===== src/rtl/spi_seq_pkg.sv =====
package spi_seq_pkg;
  localparam int BYTE_W = 8;
  localparam int WORD_W = 2 * BYTE_W;

  typedef enum logic [2:0] {
    S_IDLE, S_WTX, S_WRDY, S_PUSH, S_WRX, S_POP
  } seq_state_t;

  localparam logic [1:0] ST_OK     = 2'd0;
  localparam logic [1:0] ST_RDY_TO = 2'd1;
  localparam logic [1:0] ST_RX_WRN = 2'd2;

  function automatic logic [BYTE_W-1:0] rev_byte(input logic [BYTE_W-1:0] b);
    logic [BYTE_W-1:0] r;
    for (int i = 0; i < BYTE_W; i++) r[i] = b[BYTE_W-1-i];
    return r;
  endfunction
endpackage


===== src/rtl/seq_poll_timer.sv =====
module seq_poll_timer #(
  parameter int LIMIT = 400000
) (
  input  logic clk,
  input  logic rst,
  input  logic clr,
  input  logic inc,
  output logic last_poll
);
  localparam int CW = (LIMIT > 1) ? $clog2(LIMIT) : 1;
  localparam logic [CW-1:0] LAST = CW'(LIMIT - 1);
  logic [CW-1:0] cnt;

  always_ff @(posedge clk) begin
    if (rst || clr) cnt <= '0;
    else if (inc && cnt != LAST) cnt <= cnt + 1'b1;
  end

  assign last_poll = (cnt == LAST);
endmodule


===== src/rtl/seq_bus_lock.sv =====
module seq_bus_lock (
  input  logic clk,
  input  logic rst,
  input  logic acq,
  input  logic rel,
  output logic held,
  output logic refused
);
  always_ff @(posedge clk) begin
    if (rst) begin
      held    <= 1'b0;
      refused <= 1'b0;
    end else begin
      refused <= 1'b0;
      if (rel) held <= 1'b0;
      else if (acq) begin
        if (held) refused <= 1'b1;
        else      held    <= 1'b1;
      end
    end
  end
endmodule


===== src/rtl/spi_xfer_seq.sv =====
module spi_xfer_seq
  import spi_seq_pkg::*;
#(
  parameter int POLL_LIMIT = 400000
) (
  input  logic              clk,
  input  logic              rst,
  input  logic              req_valid,
  input  logic [7:0]        req_byte,
  output logic              busy,
  output logic              done,
  output logic [7:0]        done_byte,
  output logic [1:0]        done_status,
  input  logic              acq_req,
  input  logic              rel_req,
  output logic              lock_held,
  output logic              acq_refused,
  input  logic              tx_not_full,
  output logic              tx_push,
  output logic [15:0]       tx_word,
  input  logic              rx_not_empty,
  output logic              rx_pop,
  input  logic [15:0]       rx_word,
  input  logic              slave_ready_n
);
  seq_state_t        state;
  logic [BYTE_W-1:0] byte_q;
  logic              warn_q;
  logic              last_poll;

  // named internal events
  logic accept, ready_seen, ready_abort, rx_seen, rx_expire;
  assign accept      = (state == S_IDLE) && req_valid;
  assign ready_seen  = (state == S_WRDY) && !slave_ready_n;
  assign ready_abort = (state == S_WRDY) && slave_ready_n && last_poll;
  assign rx_seen     = (state == S_WRX) && rx_not_empty;
  assign rx_expire   = (state == S_WRX) && !rx_not_empty && last_poll;

  seq_poll_timer #(.LIMIT(POLL_LIMIT)) u_timer (
    .clk(clk), .rst(rst),
    .clr((state == S_WTX) || (state == S_PUSH)),
    .inc((state == S_WRDY) || (state == S_WRX)),
    .last_poll(last_poll)
  );

  seq_bus_lock u_lock (
    .clk(clk), .rst(rst), .acq(acq_req), .rel(rel_req),
    .held(lock_held), .refused(acq_refused)
  );

  always_ff @(posedge clk) begin
    if (rst) begin
      state       <= S_IDLE;
      byte_q      <= '0;
      warn_q      <= 1'b0;
      done        <= 1'b0;
      done_byte   <= '0;
      done_status <= ST_OK;
    end else begin
      done <= 1'b0;
      unique case (state)
        S_IDLE: if (accept) begin
          byte_q <= req_byte;
          state  <= S_WTX;
        end
        S_WTX: if (tx_not_full) state <= S_WRDY;
        S_WRDY: begin
          if (ready_seen) state <= S_PUSH;
          else if (ready_abort) begin
            done        <= 1'b1;
            done_status <= ST_RDY_TO;
            done_byte   <= '0;
            state       <= S_IDLE;
          end
        end
        S_PUSH: state <= S_WRX;
        S_WRX: begin
          if (rx_seen || rx_expire) begin
            warn_q <= rx_expire;
            state  <= S_POP;
          end
        end
        S_POP: begin
          done        <= 1'b1;
          done_byte   <= rev_byte(rx_word[BYTE_W-1:0]);
          done_status <= warn_q ? ST_RX_WRN : ST_OK;
          state       <= S_IDLE;
        end
        default: state <= S_IDLE;
      endcase
    end
  end

  assign busy    = (state != S_IDLE);
  assign tx_push = (state == S_PUSH);
  assign tx_word = {rev_byte(byte_q), {BYTE_W{1'b0}}};
  assign rx_pop  = (state == S_POP);
endmodule



===== config.mk =====
export PLATFORM = sky130hd
export DESIGN_NAME = spi_xfer_seq
export DESIGN_NICKNAME = d
export VERILOG_FILES = /design/src/rtl/spi_seq_pkg.sv /design/src/rtl/seq_poll_timer.sv /design/src/rtl/seq_bus_lock.sv /design/src/rtl/spi_xfer_seq.sv
export SDC_FILE = /design/constraint.sdc
export NUM_CORES = 1
export LEC_CHECK = 0
export ABC_AREA = 1
export ABC_CLOCK_PERIOD_IN_PS = 3990
export BUFFER_PORTS_ARGS = -buffer_cell sky130_fd_sc_hd__buf_2
export CORE_ASPECT_RATIO = 0.8
export CORE_MARGIN = 2
export CORE_UTILIZATION = 56
export DETAILED_ROUTE_END_ITERATION = 12
export GPL_TIMING_DRIVEN = 0
export PLACE_DENSITY_LB_ADDON = 0.08
export REMOVE_ABC_BUFFERS = 1
export SLEW_MARGIN = 20
export SYNTH_ARGS = -nofsm -noshare
export SYNTH_HDL_FRONTEND = slang
export SYNTH_SLANG_ARGS = --single-unit

===== constraint.sdc =====
create_clock -name clk -period 3.99 [get_ports clk]
set_input_delay 0.798 -clock clk [delete_from_list [all_inputs] [get_ports clk]]
set_output_delay 0.798 -clock clk [all_outputs]
set_load 0.05 [all_outputs]

==> results of run 1 <==
-- synth_stat cells (2+ instances only) --
| cell type | n |
|---|---|
| a21oi_1 | 33 |
| a21oi_2 | 2 |
| buf_4 | 9 |
| buf_6 | 2 |
| clkbuf_1 | 7 |
| dfxtp_1 | 44 |
| inv_1 | 35 |
| inv_2 | 4 |
| nand2_1 | 79 |
| nand2_2 | 2 |
| nand3_1 | 31 |
| nand4_1 | 4 |
| nor2_1 | 46 |
| nor2_2 | 2 |
| nor3_1 | 4 |
| o21ai_0 | 15 |
| xnor2_1 | 4 |
| xor2_1 | 7 |
-- sequential cells by signal, summed over array words and instances, names as in the netlist --
name and count:
u_timer.cnt 19, warn_q 1, byte_q 8, u_lock.held 1, state 3, u_lock.refused 1
done 1, done_byte 8, done_status 2
-- report_power, final --
part / switching, W / internal (W)
Clock: 0.000150 / 0.000186
Combinational: 0.000322 / 0.0000975
Sequential: 0.0000324 / 0.000482
Total: 0.000504 / 0.000766
-- cell families after synthesis --
family / after synthesis
simple gates: 174
flops: 44
other cells: 1
buf+inv: 59
xor+xnor: 11
compound gates: 51
fa+ha+maj: 1
-- cell type report --
type / instances / area share [%]
Sequential cell: 44 / 33.8
Tap cell: 55 / 2.64
Multi-Input combinational cell: 245 / 44.7
Inverter: 40 / 5.76
Clock buffer: 6 / 2.78
Clock inverter: 2 / 1.34
Timing Repair Buffer: 47 / 9.02
-- layout by cell type, fill, tap and decap left out, drive strengths merged, types with 6 or more instances in the layout --
cell	instances
clkbuf	6
buf	47
nor2	48
dfxtp	44
a21oi	35
conb	8
xor2	7
inv	39
nand2	82
nand3	33
o21ai	15
-- path summary, 6_finish.rpt --
check	startpoint	end	slack [ns]	cells past startpoint
max	state[2]	rx_pop	1.39	3
max reg2reg	state[1]	u_timer.cnt[7]	2.00	7
min reg2reg	byte_q[0]	byte_q[0]	0.44	2
min	byte_q[0]	byte_q[0]	0.44	2
-- per-stage QoR --
stage                     cell area, um2  worst slack [ns]
final                               2610              1.39
after global routing                2610              1.27
after CTS                           2610              1.37
after detailed placement            2500              1.70
after global placement              2500              1.71
after floorplan                     2200              1.61
-- worst max-delay path, delay by kind of cell, from the launching register on --
family,cells,cell delay [ns]
simple gates,1,0.59
flops,1,0.42
buf+inv,2,0.50
-- per-layer routing --
metal | up-vias | routed length [um] | track usage [%]
li1 | 1147 | - | -
met1 | 951 | 2450 | 33.2
met2 | 68 | 2020 | 32.5
met3 | 6 | 329 | 4.91
met4 | 0 | 50 | 8.27
met5 | - | 0 | 0
==> metrics.txt, run 1 <==
# TYPE chip_impl_metric gauge
chip_impl_info{name="cts.root.buffer_cell",value="clkbuf_8"} 1
chip_impl_metric{name="placement.io_buffers",unit=""} 47
chip_impl_metric{name="fill_cells",unit=""} 363
chip_impl_metric{name="timing.setup.tns",unit="ns"} 0
chip_impl_metric{name="syn_inst",unit=""} 341
chip_impl_metric{name="cts.sinks",unit=""} 44
chip_impl_metric{name="antenna_found_initial",unit=""} 0
chip_impl_metric{name="detail_route.vias_per_cell",unit=""} 4.95
chip_impl_metric{name="detailed_place_hpwl",unit="mm"} 3.54
chip_impl_metric{name="cts_made_buffers",unit=""} 5
chip_impl_metric{name="die_outline_area",unit="um2"} 4640
chip_impl_metric{name="first_global_vias",unit=""} 1767
chip_impl_metric{name="finClkSkew",unit="ns"} 0.00474
chip_impl_metric{name="cts_hold_buf",unit=""} 0
chip_impl_metric{name="dr.first_iter.drc_count",unit=""} 178
chip_impl_metric{name="max_cap_violations",unit=""} 0
chip_impl_metric{name="grt_first_pass_wirelength",unit="mm"} 7.83
chip_impl_metric{name="critical-path-max-stage-delay",unit="ns"} 0.59
chip_impl_metric{name="std_cell_rows",unit=""} 20
chip_impl_info{name="cells_taking_the_most_area_after_synthesis",value="dfxtp_1 (38%), nand2_1 (13%), nor2_1 (7.5%)"} 1
chip_impl_metric{name="yosys_warnings",unit=""} 0
chip_impl_metric{name="synth.yosys.seq_area_share",unit="%"} 38.3
chip_impl_metric{name="pin_count",unit=""} 64
chip_impl_metric{name="drt.antenna.violating_nets",unit=""} 0
chip_impl_metric{name="gr_usage_total",unit="%"} 22.5
chip_impl_metric{name="synthesis.area",unit="um2"} 2300
chip_impl_metric{name="synth_compound_area_share",unit="%"} 11.5
chip_impl_metric{name="final_period_minus_worst_setup_slack",unit="ns"} 2.60
chip_impl_info{name="post-synth-top-area-cell",value="dfxtp_1"} 1
chip_impl_metric{name="fin_util",unit="%"} 67.2
chip_impl_metric{name="cp_data_required_time",unit="ns"} 3.19
chip_impl_metric{name="core-area",unit="um2"} 3880
chip_impl_metric{name="crit_arrival",unit="ns"} 1.81
chip_impl_metric{name="syn_to_final_growth",unit="%"} 13.3
chip_impl_metric{name="multiInputGateArea",unit="um2"} 1160
chip_impl_metric{name="grt_start_max_net_pins",unit=""} 19
chip_impl_metric{name="dp_cells",unit=""} 431
chip_impl_metric{name="layout.nets",unit=""} 416
chip_impl_metric{name="area.sequential",unit="um2"} 881
chip_impl_info{name="holdCritPathClass",value="reg -> reg"} 1
chip_impl_metric{name="synth_area_in_adders",unit="%"} 0.544
chip_impl_metric{name="synth-xor-area-share",unit="%"} 4.19
chip_impl_metric{name="clock_tree.buffer_depth",unit=""} 2
chip_impl_info{name="nature_of_the_critical_path_startpoint",value="flip-flop"} 1
chip_impl_metric{name="maxClockFrequency",unit="MHz"} 384
chip_impl_metric{name="finalNonFillerCells",unit=""} 439
chip_impl_metric{name="clk_latency",unit="ns"} 0.30
chip_impl_metric{name="slew_headroom",unit="%"} 51.1
chip_impl_metric{name="count_of_endpoints_failing_hold_in_the_final_timing_report",unit=""} 0
chip_impl_metric{name="asyncSetResetFlopFracSynth",unit="%"} 0
chip_impl_metric{name="postSynthAreaPerCell",unit="um2"} 6.75
chip_impl_metric{name="fin_hold_ws",unit="ns"} 0.444
chip_impl_metric{name="worst-path-max-fanout",unit=""} 11
chip_impl_info{name="cts_tree",value="done"} 1
chip_impl_metric{name="drc_errors",unit=""} 0
chip_impl_metric{name="p_leak",unit="nW"} 1.10
chip_impl_metric{name="synth-edff-count",unit=""} 0
chip_impl_metric{name="drt_wl_total",unit="mm"} 4.85
chip_impl_metric{name="power.ir.vdd_worst",unit="V"} 0.000343
chip_impl_metric{name="p_per_area",unit="nW/um2"} 487
chip_impl_metric{name="worst_pin_slew",unit="ns"} 0.731
chip_impl_info{name="worstSetupEndpointType",value="output pin"} 1
chip_impl_metric{name="wire_per_inst",unit="um"} 11.0
chip_impl_info{name="run_status",value="finished, final reports clean"} 1
chip_impl_info{name="dominant_combinational_cell_family_by_area_after_synthesis",value="simple AND/OR/NAND/NOR gates"} 1
chip_impl_metric{name="dr_total_vias",unit=""} 2172
chip_impl_metric{name="muxShareOfSynthArea",unit="%"} 0
chip_impl_metric{name="firstDrtPassIters",unit=""} 6
chip_impl_metric{name="grt-ovfl-total",unit=""} 0
chip_impl_metric{name="yosys_register_bits",unit=""} 44
chip_impl_metric{name="die_w",unit="um"} 75.7
chip_impl_info{name="critical_path_class",value="reg -> out"} 1
chip_impl_metric{name="cts.reportedPaths.clkPinSlew",unit="ns"} 0.08
chip_impl_info{name="setup_repair_after_global_routing_missed_its_margin",value="no"} 1
chip_impl_metric{name="setup_viol",unit=""} 0
chip_impl_metric{name="post_synth_num_cell_types",unit=""} 29
chip_impl_metric{name="clock_tree.htree_level_count",unit=""} 2
chip_impl_metric{name="total_power",unit="W"} 0.00127
chip_impl_metric{name="synth-simple-area-share",unit="%"} 33.1
chip_impl_metric{name="min_period_over_period",unit="%"} 65.2
chip_impl_info{name="ys_dominant_reg_cell",value="dfxtp_1"} 1
chip_impl_metric{name="ratio_of_cells_with_drive_above_1_in_the_final_layout",unit="%"} 17.7
chip_impl_info{name="timing.critical_path.cells",value="inv_1 -> nor2_1 -> buf_2"} 1
chip_impl_metric{name="gp_congestion",unit=""} 0.918
chip_impl_metric{name="yosys.area.top_type_share",unit="%"} 38.3
chip_impl_metric{name="slew_viol_final",unit=""} 0
chip_impl_metric{name="antenna_cells_inserted",unit=""} 0
chip_impl_metric{name="cts_post_setup_buffers_inserted",unit=""} 0
chip_impl_metric{name="initial_cell_density_of_the_core",unit="%"} 59.3
chip_impl_info{name="crit_path_top_delay_cell",value="nor2_1"} 1
chip_impl_metric{name="post_cts.resized_instances",unit=""} 0
chip_impl_metric{name="die_y",unit="um"} 61.3
No activity file was read; power rests on OpenSTA's default activity.
==> run 2: changes to the inputs <==
--- a/config.mk
+++ b/config.mk
@@ -6,11 +6,11 @@
 export NUM_CORES = 1
 export LEC_CHECK = 0
 export ABC_AREA = 1
-export ABC_CLOCK_PERIOD_IN_PS = 3990
+export ABC_CLOCK_PERIOD_IN_PS = 2300
 export BUFFER_PORTS_ARGS = -buffer_cell sky130_fd_sc_hd__buf_2
 export CORE_ASPECT_RATIO = 0.8
 export CORE_MARGIN = 2
-export CORE_UTILIZATION = 56
+export CORE_UTILIZATION = 47
 export DETAILED_ROUTE_END_ITERATION = 12
 export GPL_TIMING_DRIVEN = 0
 export PLACE_DENSITY_LB_ADDON = 0.08
==> constraint.sdc (replaced) <==
create_clock -name clk -period 2.3 [get_ports clk]
set_input_delay 0.46 -clock clk [delete_from_list [all_inputs] [get_ports clk]]
set_output_delay 0.46 -clock clk [all_outputs]
set_load 0.05 [all_outputs]
==> metrics.txt, run 2 (synthesis gave the netlist of run 1 again) <==
# TYPE chip_impl_metric gauge
chip_impl_info{name="run_status",value="finished, final reports clean"} 1
chip_impl_metric{name="setup_viol",unit=""} 0
chip_impl_metric{name="fin_hold_ws",unit="ns"} 0.411
chip_impl_metric{name="clock_tree.buffer_depth",unit=""} 2
chip_impl_info{name="critical_path_class",value="reg -> out"} 1
chip_impl_metric{name="dr.first_iter.drc_count",unit=""} 115
chip_impl_info{name="nature_of_the_critical_path_startpoint",value="flip-flop"} 1
chip_impl_metric{name="slew_headroom",unit="%"} 57.2
chip_impl_metric{name="cts_made_buffers",unit=""} 5
chip_impl_metric{name="grt-ovfl-total",unit=""} 0
chip_impl_metric{name="detailed_place_hpwl",unit="mm"} 3.68
chip_impl_metric{name="finClkSkew",unit="ns"} 0.00943
chip_impl_metric{name="std_cell_rows",unit=""} 22
chip_impl_info{name="cts.root.buffer_cell",value="clkbuf_8"} 1
chip_impl_info{name="worstSetupEndpointType",value="output pin"} 1
chip_impl_metric{name="antenna_found_initial",unit=""} 0
chip_impl_metric{name="crit_arrival",unit="ns"} 1.58
chip_impl_info{name="largest_register",value="u_timer.cnt"} 1
chip_impl_metric{name="layout.nets",unit=""} 416
chip_impl_info{name="timing.critical_path.cells",value="inv_1 -> nor2_2 -> buf_2"} 1
chip_impl_metric{name="ratio_of_cells_with_drive_above_1_in_the_final_layout",unit="%"} 18.2
chip_impl_metric{name="initial_cell_density_of_the_core",unit="%"} 49.5
chip_impl_metric{name="worst_pin_slew",unit="ns"} 0.641
chip_impl_metric{name="p_per_area",unit="nW/um2"} 816
chip_impl_metric{name="worst-path-max-fanout",unit=""} 11
chip_impl_metric{name="grt_first_pass_wirelength",unit="mm"} 8.26
chip_impl_metric{name="clk_latency",unit="ns"} 0.29
chip_impl_metric{name="cp_data_required_time",unit="ns"} 1.84
chip_impl_metric{name="min_period_over_period",unit="%"} 88.7
chip_impl_metric{name="cts_hold_buf",unit=""} 0
chip_impl_metric{name="antenna_cells_inserted",unit=""} 0
chip_impl_metric{name="pin_count",unit=""} 64
chip_impl_metric{name="fill_cells",unit=""} 498
chip_impl_info{name="mostFrequentLayoutCell",value="nand2_1"} 1
chip_impl_metric{name="count_of_endpoints_failing_hold_in_the_final_timing_report",unit=""} 0
chip_impl_info{name="biggestRegsByFlops",value="u_timer.cnt (19), byte_q (8), done_byte (8)"} 1
chip_impl_metric{name="gr_usage_total",unit="%"} 19.4
chip_impl_metric{name="timing.setup.tns",unit="ns"} 0
chip_impl_metric{name="fin_util",unit="%"} 55.9
chip_impl_info{name="setup_repair_after_global_routing_missed_its_margin",value="no"} 1
chip_impl_metric{name="die_outline_area",unit="um2"} 5470
chip_impl_metric{name="cts.sinks",unit=""} 44
chip_impl_metric{name="p_leak",unit="nW"} 1.09
chip_impl_metric{name="flip_flop_count_of_the_largest_register_all_copies_and_words_added",unit=""} 19
chip_impl_metric{name="firstDrtPassIters",unit=""} 4
chip_impl_metric{name="clock_tree.htree_level_count",unit=""} 2
chip_impl_metric{name="first_global_vias",unit=""} 1806
chip_impl_metric{name="critical-path-max-stage-delay",unit="ns"} 0.44
chip_impl_metric{name="dr_total_vias",unit=""} 2132
chip_impl_metric{name="die_w",unit="um"} 82.2
chip_impl_metric{name="die_y",unit="um"} 66.6
chip_impl_metric{name="maxClockFrequency",unit="MHz"} 490
chip_impl_metric{name="cts_post_setup_buffers_inserted",unit=""} 0
chip_impl_metric{name="slew_viol_final",unit=""} 0
chip_impl_metric{name="core-area",unit="um2"} 4650
chip_impl_info{name="cts_tree",value="done"} 1
chip_impl_info{name="holdCritPathClass",value="in -> reg"} 1
chip_impl_metric{name="final_period_minus_worst_setup_slack",unit="ns"} 2.04
chip_impl_info{name="mostFrequentLayoutCells",value="nand2_1 (79), buf_2 (47), nor2_1 (45)"} 1
chip_impl_info{name="crit_path_top_delay_cell",value="dfxtp_1"} 1
chip_impl_metric{name="drc_errors",unit=""} 0
chip_impl_metric{name="max_cap_violations",unit=""} 0
chip_impl_metric{name="placement.io_buffers",unit=""} 47
chip_impl_metric{name="detail_route.vias_per_cell",unit=""} 4.80
chip_impl_metric{name="power.ir.vdd_worst",unit="V"} 0.000578
chip_impl_metric{name="post_cts.resized_instances",unit=""} 1
chip_impl_metric{name="wire_per_inst",unit="um"} 11.0
chip_impl_metric{name="syn_to_final_growth",unit="%"} 13.1
chip_impl_metric{name="drt.antenna.violating_nets",unit=""} 0
chip_impl_metric{name="gp_congestion",unit=""} 0.859
chip_impl_metric{name="grt_start_max_net_pins",unit=""} 19
chip_impl_metric{name="cts.reportedPaths.clkPinSlew",unit="ns"} 0.08
chip_impl_metric{name="drt_wl_total",unit="mm"} 4.86
-- run 2: cell count changes in the layout (fill, tap and decap cells not counted), sizes merged --
| cell | before | now |
|---|---|---|
| bufinv | 1 | 0 |
| clkinv | 2 | 3 |
-- run 2: cell type report --
class / count / area (um2) / area share, %
clock buffer: 6 / 82.6 / 3.17
clock inverter: 2 / 10.0 / 0.385
inverter: 40 / 150 / 5.77
multi-input combinational: 245 / 1170 / 44.9
sequential: 44 / 881 / 33.9
tap: 60 / 75.1 / 2.89
timing repair buffer: 47 / 235 / 9.04
-- run 2: power by group --
part	switching [W]	internal, W	total, W	leakage [nW]
clock	0.000256	0.000240	0.000496	0.0510
combinational	0.000561	0.000170	0.000731	0.684
sequential	0.0000587	0.000837	0.000896	0.357
total	0.000875	0.00125	0.00212	1.09
-- run 2: worst paths after layout --
check,start,to,slack (ns),cells past startpoint
max reg2reg,state[1],u_timer.cnt[16],0.36,7
max,state[2],rx_pop,0.26,3
min reg2reg,byte_q[5],byte_q[5],0.44,2
min,acq_req,u_lock.refused,0.41,3
-- run 2: stage by stage --
step / cell area, um2 / total power [W] / setup slack [ns] / instances
2_1_floorplan: 2200 / 0.00147 / 0.144 / 329
3_3_place_gp: 2510 / 0.00164 / 0.323 / 436
3_5_place_dp: 2510 / 0.00165 / 0.334 / 436
4_1_cts: 2600 / 0.00216 / 0.217 / 444
5_1_grt: 2600 / 0.00227 / 0.112 / 444
6_report: 2600 / 0.00212 / 0.260 / 444
-- run 2: worst max-delay path, delay by kind of cell (launching register included) --
family | cells | cell delay (ns)
buffers and inverters | 2 | 0.47
flip-flops | 1 | 0.44
AND/OR/NAND/NOR | 1 | 0.39
-- run 2: layer usage --
metal,GRT usage (%),vias up,routed length [um]
met5,0,-,0
met4,3.75,0,19
met3,4.20,2,303
met2,28.7,55,2100
met1,28.7,927,2440
li1,-,1148,-
